==> config.mk <==
export PLATFORM = sky130hd
export DESIGN_NAME = fabric_master_adapter
export DESIGN_NICKNAME = d
export VERILOG_FILES = /design/src/rtl/fma_pkg.sv /design/src/rtl/fma_satcnt.sv /design/src/rtl/fma_ctrl.sv /design/src/rtl/fabric_master_adapter.sv
export SDC_FILE = /design/constraint.sdc
export NUM_CORES = 1
export LEC_CHECK = 0
export ABC_AREA = 1
export CAP_MARGIN = 0
export CORE_ASPECT_RATIO = 0.75
export CORE_MARGIN = 1.5
export CORE_UTILIZATION = 30
export DETAILED_ROUTE_END_ITERATION = 8
export PLACE_DENSITY = 0.55
export SLEW_MARGIN = 15
export SYNTH_ARGS = -nofsm -noshare
export SYNTH_HDL_FRONTEND = slang
export SYNTH_SLANG_ARGS = --single-unit
==> constraint.sdc <==
create_clock -name clk -period 1.8 [get_ports clk]
set_clock_uncertainty 0.1 [all_clocks]
set_input_delay 0.27 -clock clk [delete_from_list [all_inputs] [get_ports clk]]
set_output_delay 0.27 -clock clk [all_outputs]
set_load 0.05 [all_outputs]
==> src/rtl/fma_pkg.sv <==
package fma_pkg;

    typedef enum logic [1:0] {
        ST_IDLE = 2'd0,
        ST_REQ  = 2'd1,
        ST_XFER = 2'd2
    } fma_state_e;

    localparam int CNT_WAIT = 0;
    localparam int CNT_TX   = 1;
    localparam int CNT_WORD = 2;
    localparam int NUM_CNT  = 3;

endpackage

==> src/rtl/fma_satcnt.sv <==
module fma_satcnt #(
    parameter int CW = 32
) (
    input  logic          clk,
    input  logic          rst,
    input  logic          clr,
    input  logic          inc,
    output logic [CW-1:0] count
);
    localparam logic [CW-1:0] CNT_MAX = '1;

    always_ff @(posedge clk) begin
        if (rst || clr) begin
            count <= '0;
        end else if (inc && count != CNT_MAX) begin
            count <= count + 1'b1;
        end
    end

endmodule

==> src/rtl/fma_ctrl.sv <==
module fma_ctrl
    import fma_pkg::*;
#(
    parameter int AW = 32,
    parameter int LW = 8
) (
    input  logic          clk,
    input  logic          rst,
    input  logic          cmd_valid,
    input  logic [AW-1:0] cmd_addr,
    input  logic [LW-1:0] cmd_len,
    input  logic          cmd_read,
    input  logic          gnt_valid,
    input  logic [LW-1:0] gnt_size,
    output logic          idle_o,
    output logic          req_o,
    output logic          beat_o,
    output logic [AW-1:0] addr_o,
    output logic [LW-1:0] nword_o,
    output logic          rnw_o,
    output logic          done_o
);
    fma_state_e    state;
    logic [AW-1:0] addr_q;
    logic [LW-1:0] rem_q;
    logic [LW-1:0] beats_q;
    logic          rnw_q;
    logic          done_q;

    function automatic logic [LW-1:0] clamp_grant(input logic [LW-1:0] g,
                                                  input logic [LW-1:0] r);
        return (g == '0 || g > r) ? r : g;
    endfunction

    always_ff @(posedge clk) begin
        if (rst) begin
            state   <= ST_IDLE;
            addr_q  <= '0;
            rem_q   <= '0;
            beats_q <= '0;
            rnw_q   <= 1'b0;
            done_q  <= 1'b0;
        end else begin
            done_q <= 1'b0;
            unique case (state)
                ST_IDLE: begin
                    if (cmd_valid) begin
                        addr_q <= cmd_addr;
                        rem_q  <= cmd_len;
                        rnw_q  <= cmd_read;
                        if (cmd_len == '0) done_q <= 1'b1;
                        else               state  <= ST_REQ;
                    end
                end
                ST_REQ: begin
                    if (gnt_valid) begin
                        beats_q <= clamp_grant(gnt_size, rem_q);
                        state   <= ST_XFER;
                    end
                end
                ST_XFER: begin
                    addr_q  <= addr_q + 1'b1;
                    rem_q   <= rem_q - 1'b1;
                    beats_q <= beats_q - 1'b1;
                    if (rem_q == LW'(1)) begin
                        state  <= ST_IDLE;
                        done_q <= 1'b1;
                    end else if (beats_q == LW'(1)) begin
                        state <= ST_REQ;
                    end
                end
                default: state <= ST_IDLE;
            endcase
        end
    end

    assign idle_o  = (state == ST_IDLE);
    assign req_o   = (state == ST_REQ);
    assign beat_o  = (state == ST_XFER);
    assign addr_o  = addr_q;
    assign nword_o = rem_q;
    assign rnw_o   = rnw_q;
    assign done_o  = done_q;

endmodule

==> src/rtl/fabric_master_adapter.sv <==
module fabric_master_adapter
    import fma_pkg::*;
#(
    parameter int AW = 32,
    parameter int LW = 8,
    parameter int DW = 32,
    parameter int CW = 32
) (
    input  logic          clk,
    input  logic          rst,
    input  logic          cmd_valid,
    output logic          cmd_ready,
    input  logic [AW-1:0] cmd_addr,
    input  logic [LW-1:0] cmd_len,
    input  logic          cmd_read,
    output logic          done,
    input  logic [DW-1:0] core_wdata,
    output logic          core_wtake,
    output logic [DW-1:0] core_rdata,
    output logic          core_rvalid,
    output logic          fab_req,
    output logic [AW-1:0] fab_addr,
    output logic [LW-1:0] fab_nword,
    output logic          fab_rnw,
    input  logic          fab_gnt_valid,
    input  logic [LW-1:0] fab_gnt_size,
    output logic          fab_beat,
    output logic [DW-1:0] fab_wdata,
    input  logic [DW-1:0] fab_rdata,
    input  logic          clr_stats,
    output logic [CW-1:0] stat_words,
    output logic [CW-1:0] stat_wait,
    output logic [CW-1:0] stat_tx
);
    logic               wr_beat;
    logic               rd_beat;
    logic [NUM_CNT-1:0] cnt_inc;
    logic [CW-1:0]      cnt_val [NUM_CNT];

    fma_ctrl #(.AW(AW), .LW(LW)) u_ctrl (
        .clk       (clk),
        .rst       (rst),
        .cmd_valid (cmd_valid),
        .cmd_addr  (cmd_addr),
        .cmd_len   (cmd_len),
        .cmd_read  (cmd_read),
        .gnt_valid (fab_gnt_valid),
        .gnt_size  (fab_gnt_size),
        .idle_o    (cmd_ready),
        .req_o     (fab_req),
        .beat_o    (fab_beat),
        .addr_o    (fab_addr),
        .nword_o   (fab_nword),
        .rnw_o     (fab_rnw),
        .done_o    (done)
    );

    assign wr_beat     = fab_beat && !fab_rnw;
    assign rd_beat     = fab_beat &&  fab_rnw;
    assign core_wtake  = wr_beat;
    assign core_rvalid = rd_beat;
    assign fab_wdata   = wr_beat ? core_wdata : '0;
    assign core_rdata  = rd_beat ? fab_rdata  : '0;

    assign cnt_inc[CNT_WAIT] = fab_req;
    assign cnt_inc[CNT_TX]   = fab_beat;
    assign cnt_inc[CNT_WORD] = fab_beat;

    for (genvar i = 0; i < NUM_CNT; i++) begin : g_cnt
        fma_satcnt #(.CW(CW)) u_cnt (
            .clk   (clk),
            .rst   (rst),
            .clr   (clr_stats),
            .inc   (cnt_inc[i]),
            .count (cnt_val[i])
        );
    end

    assign stat_wait  = cnt_val[CNT_WAIT];
    assign stat_tx    = cnt_val[CNT_TX];
    assign stat_words = cnt_val[CNT_WORD];

endmodule

==> results of run 1 <==
-- synth_stat cells (all sizes together), types with 5 or more instances --
cell type	count	area (sq um)
a211oi	5	37.5
a21oi	132	664
buf	33	230
clkbuf	22	82.6
dfxtp	148	2960
ha	16	200
inv	202	758
nand2	494	1890
nand3	66	350
nand3b	13	97.6
nand4	25	156
nor2	282	1110
nor3	60	352
nor3b	6	55.1
o211ai	10	75.1
o21ai	51	255
xnor2	17	149
xor2	47	412
-- per-stage QoR --
| step | hold slack [ns] | cell area, sq um | cells | setup WS (ns) | utilization, % |
|---|---|---|---|---|---|
| final | 0.335 | 18900 | 2648 | -0.203 | 57.8 |
| after global routing | 0.343 | 18900 | 2648 | -0.268 | 57.8 |
| after CTS | 0.316 | 17400 | 2613 | -0.207 | 53.3 |
| after detailed placement | 0.366 | 16400 | 2563 | -0.350 | 50.1 |
| after global placement | 0.358 | 16400 | 2563 | -0.337 | 50.1 |
| after floorplan | 0.320 | 11000 | 1663 | -0.161 | - |
-- metal layers --
metal,up-vias,GRT usage [%],wire length (um)
met5,-,0,0
li1,6346,-,-
met2,465,40.2,21300
met3,41,4.04,2840
met4,0,4.99,662
met1,6121,34.8,21000
-- worst max-delay path, cell delays in order, from the launching register on --
cell	delay, ns
dfxtp_2	0.33
inv_2	0.07
nand2_4	0.09
nor2_4	0.17
inv_6	0.10
buf_12	0.16
nor2_4	0.11
buf_12	0.14
-- cell families after synthesis --
logic type	share of synthesized area (%)
AO/OA/AOI/OAI	12.0
XOR/XNOR	5.56
adder cells (fa/ha/maj)	1.99
buffers and inverters	10.7
flip-flops	29.4
AND/OR/NAND/NOR	40.4
-- power breakdown --
group	switching [mW]	internal [mW]	total, mW
Combinational	2.58	1.93	4.51
Clock	1.65	2.08	3.73
Sequential	0.223	3.46	3.68
-- sequential cells by signal, indices dropped and copies added (netlist names) --
register,cells
g_cnt.u_cnt.count,96
u_ctrl.nword_o,8
u_ctrl.beats_q,8
u_ctrl.addr_o,32
u_ctrl.rnw_o,1
u_ctrl.state,2
u_ctrl.done_o,1
-- worst min-delay path by stage --
stage / end / from / depth (start not counted)
after detailed placement: g_cnt[0].u_cnt.count[26] / g_cnt[0].u_cnt.count[26] / 2
after global routing: u_ctrl.addr_o[1] / cmd_addr[1] / 3
after floorplan: u_ctrl.addr_o[0] / cmd_addr[0] / 2
after global placement: g_cnt[1].u_cnt.count[28] / g_cnt[1].u_cnt.count[28] / 2
final: u_ctrl.state[1] / fab_gnt_valid / 3
after CTS: u_ctrl.state[1] / fab_gnt_valid / 3
-- cell type report --
type	instances	area (sq um)
Tap cell	442	553
Sequential cell	148	3160
Clock inverter	13	120
Multi-Input combinational cell	1258	7620
Timing Repair inverter	3	42.5
Inverter	203	828
Fill cell	3031	13800
Clock buffer	19	475
Timing Repair Buffer	562	6110
-- timing repair --
| action | 4_1_cts | 5_1_grt |
|---|---|---|
| pin swaps | 15 | 67 |
| hold buffers | 0 | 0 |
| cloned | 7 | 10 |
| gates resized for setup | 52 | 276 |
| setup endpoints to repair | 114 | 198 |
| buffers inserted | 11 | 25 |
==> flow_summary_export.csv, run 1 <==
group,metric,value,unit
run_status,status,"finished, violations left",
run_status,violations,"negative setup slack",
die,die_y,162,um
critical_path,crit_required,1.43,ns
sta,fin_ws,-0.203,ns
synthesis,ys_warn_count,0,
sta,hold_violations,0,
global_route,grt_pass1_wl,67.9,mm
die,design.die.area,34700,sq um
sta,relSlewSlack,68.1,%
clock_network,cts_root_buf,"clkbuf_16",
global_route,grt_usage,24.9,%
drt,totalWireLength,45.8,mm
global_route,grt_pass1_vias,11900,
synthesis,synth_area,10100,sq um
power_and_ir_drop,ir_drop,716,uV
synthesis,avgSynthCellArea,6.06,sq um
clock_network,path_clk_slew,0.07,ns
die,io-pin-count,325,
critical_path,reg2reg_to,"g_cnt[0].u_cnt.count[9]",
critical_path,arrival,1.63,ns
synthesis,yosys_register_bits,148,
critical_path,crit_start,"u_ctrl.state[0]",
sta,max_slew.worst_pin.slew,0.478,ns
cells_and_area,fin_nets,2327,
synthesis,synth_cells,1663,
sta,rsz0062_at_grt,"yes",
synthesis,synth_cell_types,48,
placement,gp_congestion,0.913,
critical_path,crit_type,"reg2out",
critical_path,reg2reg_depth,11,
placement,portBuffers,324,
clock_network,clock-sinks,148,
sta,fmax,499,MHz
critical_path,end_kind,"output pin",
cells_and_area,final_common_cell,"nand2_1",
critical_path,endpoint,"fab_wdata[29]",
power_and_ir_drop,finalPower,11.9,mW
clock_network,cts_tree,"done",
critical_path,start_kind,"register",
sta,finalSetupViolCount,113,
global_route,grt_antenna_before_repair,0,
sta,tns,-14.24,ns
global_route,overflow,0,
cells_and_area,syn2layout_area_growth,87.6,%
drt,vias,13000,
cells_and_area,layout_common_cells,"423 x nand2_1, 313 x buf_4, 183 x inv_1",
placement,dp_hpwl,34.2,mm
die,dieWidth,215,um
clock_network,numCtsBuffers,17,
cells_and_area,layout-drive-gt1-share,41.0,%
cells_and_area,n_antenna_cell,0,
drt,drc,0,
drt,wl_per_cell,17.3,um
synthesis,synthArstFlopShare,0,%
clock_network,htree_levels,4,
hold_path,min_path_type,"in2reg",
critical_path,r2r_start,"g_cnt[0].u_cnt.count[1]",
clock_network,clk_latency,0.46,ns
synthesis,synth_nets,1797,
sta,slew_viol_final,0,
critical_path,worst-r2r-setup-slack,-0.10,ns
drt,drtIter0Drc,1036,
drt,dr.pass1.iters,5,
job,max_cap_violations,0,
die,row_count,57,
sta,period_share,111,%
die,initial_core_util,30.8,%
power_and_ir_drop,power_density,630,nW/um^2
critical_path,worstPathMaxFanout,6,
die,core,32700,sq um
global_route,grt_max_degree,42,
synthesis,synth-main-ff-cell,"dfxtp_1",
drt,via_per_inst,4.90,
power_and_ir_drop,p_leak,7.82,nW
sta,fin_crit,2.00,ns
drt,final_antenna_net_count,0,
synthesis,yosysSeqAreaShare,29.4,%
synthesis,synth-edff-count,0,
clock_network,cts_buffer_depth,2,
Note: power is estimated with default switching activity, not from simulation.
==> run 2, diff against run 1 <==
--- a/config.mk
+++ b/config.mk
@@ -10,6 +10,7 @@
 export CORE_ASPECT_RATIO = 0.75
 export CORE_MARGIN = 1.5
 export CORE_UTILIZATION = 30
+export CTS_CLUSTER_DIAMETER = 30
 export DETAILED_ROUTE_END_ITERATION = 8
 export PLACE_DENSITY = 0.55
 export SLEW_MARGIN = 15
==> results of run 2 <==
Final layout, timing and power as in run 1 (identical DEF).
==> run 3, diff against run 2 <==
--- a/config.mk
+++ b/config.mk
@@ -9,10 +9,10 @@
 export CAP_MARGIN = 0
 export CORE_ASPECT_RATIO = 0.75
 export CORE_MARGIN = 1.5
-export CORE_UTILIZATION = 30
+export CORE_UTILIZATION = 43
 export CTS_CLUSTER_DIAMETER = 30
 export DETAILED_ROUTE_END_ITERATION = 8
-export PLACE_DENSITY = 0.55
+export PLACE_DENSITY = 0.75
 export SLEW_MARGIN = 15
 export SYNTH_ARGS = -nofsm -noshare
 export SYNTH_HDL_FRONTEND = slang
==> flow_summary_export.csv, run 3 (same netlist as run 1, synthesis figures left out) <==
group,metric,value,unit
sta,slew_viol_final,0,
die,io-pin-count,325,
drt,dr.pass1.iters,7,
critical_path,crit_type,"reg2reg",
cells_and_area,fin_cells,2459,
sta,fmax,497,MHz
sta,rsz0062_at_grt,"yes",
job,max_cap_violations,0,
sta,fin_ws,-0.211,ns
cells_and_area,layout-drive-gt1-share,39.1,%
die,row_count,48,
clock_network,cts_hold_buf,0,
die,core,23000,sq um
power_and_ir_drop,finalPower,11.3,mW
drt,via_per_inst,5.36,
drt,vias,13200,
placement,placedCellCount,2379,
clock_network,cts_root_buf,"clkbuf_16",
drt,drc,0,
clock_network,clock-sinks,148,
global_route,overflow,0,
sta,max_slew.worst_pin.slew,0.353,ns
critical_path,arrival,2.26,ns
hold_path,min_path_type,"in2reg",
global_route,grt_pass1_vias,11800,
cells_and_area,final_core_util,77.8,%
sta,hold_violations,0,
die,dieWidth,180,um
drt,final_antenna_net_count,0,
cells_and_area,regMostFlops,"g_cnt.u_cnt.count",
die,die_y,136,um
cells_and_area,n_fill_cell,1620,
sta,period_share,112,%
clock_network,htree_levels,4,
placement,portBuffers,324,
drt,drtIter0Drc,1186,
placement,post-place-ws,-0.356,ns
critical_path,start_kind,"register",
global_route,grt_usage,32.3,%
clock_network,cts_buffer_depth,2,
critical_path,worstPathMaxFanout,3,
cells_and_area,final_common_cell,"nand2_1",
cells_and_area,multi_input_area,7500,sq um
global_route,grt_max_degree,36,
power_and_ir_drop,ir_drop,583,uV
drt,totalWireLength,43.0,mm
sta,fin_crit,2.01,ns
cells_and_area,final-seq-area,3170,sq um
sta,finalSetupViolCount,91,
cells_and_area,fin_nets,2281,
run_status,violations,"negative setup slack",
run_status,status,"finished, violations left",
placement,gp_congestion,0.939,
die,design.die.area,24400,sq um
critical_path,crit_required,2.05,ns
drt,wl_per_cell,17.5,um
global_route,grt_pass1_wl,63.3,mm
die,initial_core_util,43.8,%
power_and_ir_drop,p_leak,7.32,nW
critical_path,end_kind,"register",
clock_network,numCtsBuffers,17,
clock_network,clk_latency,0.43,ns
cells_and_area,syn2layout_area_growth,77.4,%
power_and_ir_drop,power_density,631,nW/um^2
cells_and_area,largest_reg_flops,96,
sta,tns,-9.60,ns
placement,dp_hpwl,30.7,mm
global_route,grt_antenna_before_repair,1,
sta,relSlewSlack,76.4,%
clock_network,cts_tree,"done",
clock_network,path_clk_slew,0.07,ns
cells_and_area,layout_common_cells,"418 x nand2_1, 288 x buf_4, 181 x inv_1",
==> run 3: cell count changes in the layout (fill, tap and decap cells not counted), sizes merged <==
cell and delta:
bufbuf +1, buf -44, nand2 +1, bufinv -1
clkbuf +2, inv -6, diode +1, clkinv -2
clkinvlp +1
==> run 3: what timing repair did <==
item | CTS | global route
resized for setup | 39 | 251
pin swaps | 19 | 77
buffers inserted | 21 | 20
setup endpoints to repair | 128 | 205
cloned | 6 | 7
==> run 3: metrics by stage <==
step / cell area (sq um) / hold slack (ns)
detailed placement: 15800 / 0.354
global placement: 15800 / 0.351
CTS: 16700 / 0.325
global route: 17900 / 0.348
finish: 17900 / 0.326
floorplan: 11000 / 0.320
==> run 3: final timing paths <==
kind / startpoint / endpoint / cells past startpoint / slack, ns
max: g_cnt[0].u_cnt.count[9] / g_cnt[0].u_cnt.count[18] / 8 / -0.21
min: cmd_addr[1] / u_ctrl.addr_o[1] / 3 / 0.33
min reg2reg: g_cnt[1].u_cnt.count[28] / g_cnt[1].u_cnt.count[28] / 2 / 0.37
max reg2reg: g_cnt[0].u_cnt.count[9] / g_cnt[0].u_cnt.count[18] / 8 / -0.21
==> run 3: layout make-up <==
class	count	area share [%]
antenna	1	0.0140
clock buffer	23	2.62
clock inverter	7	0.210
inverter	203	4.53
multi-input combinational	1259	42.0
sequential	148	17.7
tap	300	2.10
timing repair buffer	517	30.8
timing repair inverter	1	0.0490
==> run 3: report_power, final <==
group	switching (mW)	leakage [nW]	internal [mW]
combinational	2.56	5.81	1.81
clock	1.44	0.252	1.81
sequential	0.217	1.26	3.46
==> run 3: layer usage <==
| layer | wire length (um) | part of all wire [%] | vias to the layer above | GRT usage, % |
|---|---|---|---|---|
| li1 | - | - | 6256 | - |
| met1 | 18000 | 42 | 6138 | 43.4 |
| met2 | 20300 | 47 | 674 | 53.5 |
| met3 | 3450 | 8.0 | 112 | 5.03 |
| met4 | 1290 | 3.0 | 0 | 9.40 |
| met5 | 0 | 0 | - | 0 |
==> run 3: critical path, cell delays in order, from the launching register on <==
cell	delay, ns
dfxtp_4	0.38
clkinvlp_4	0.13
buf_4	0.17
nor3_4	0.21
nand2_1	0.14
nor3_2	0.21
xor2_1	0.28
nand2_1	0.13
a21oi_1	0.17
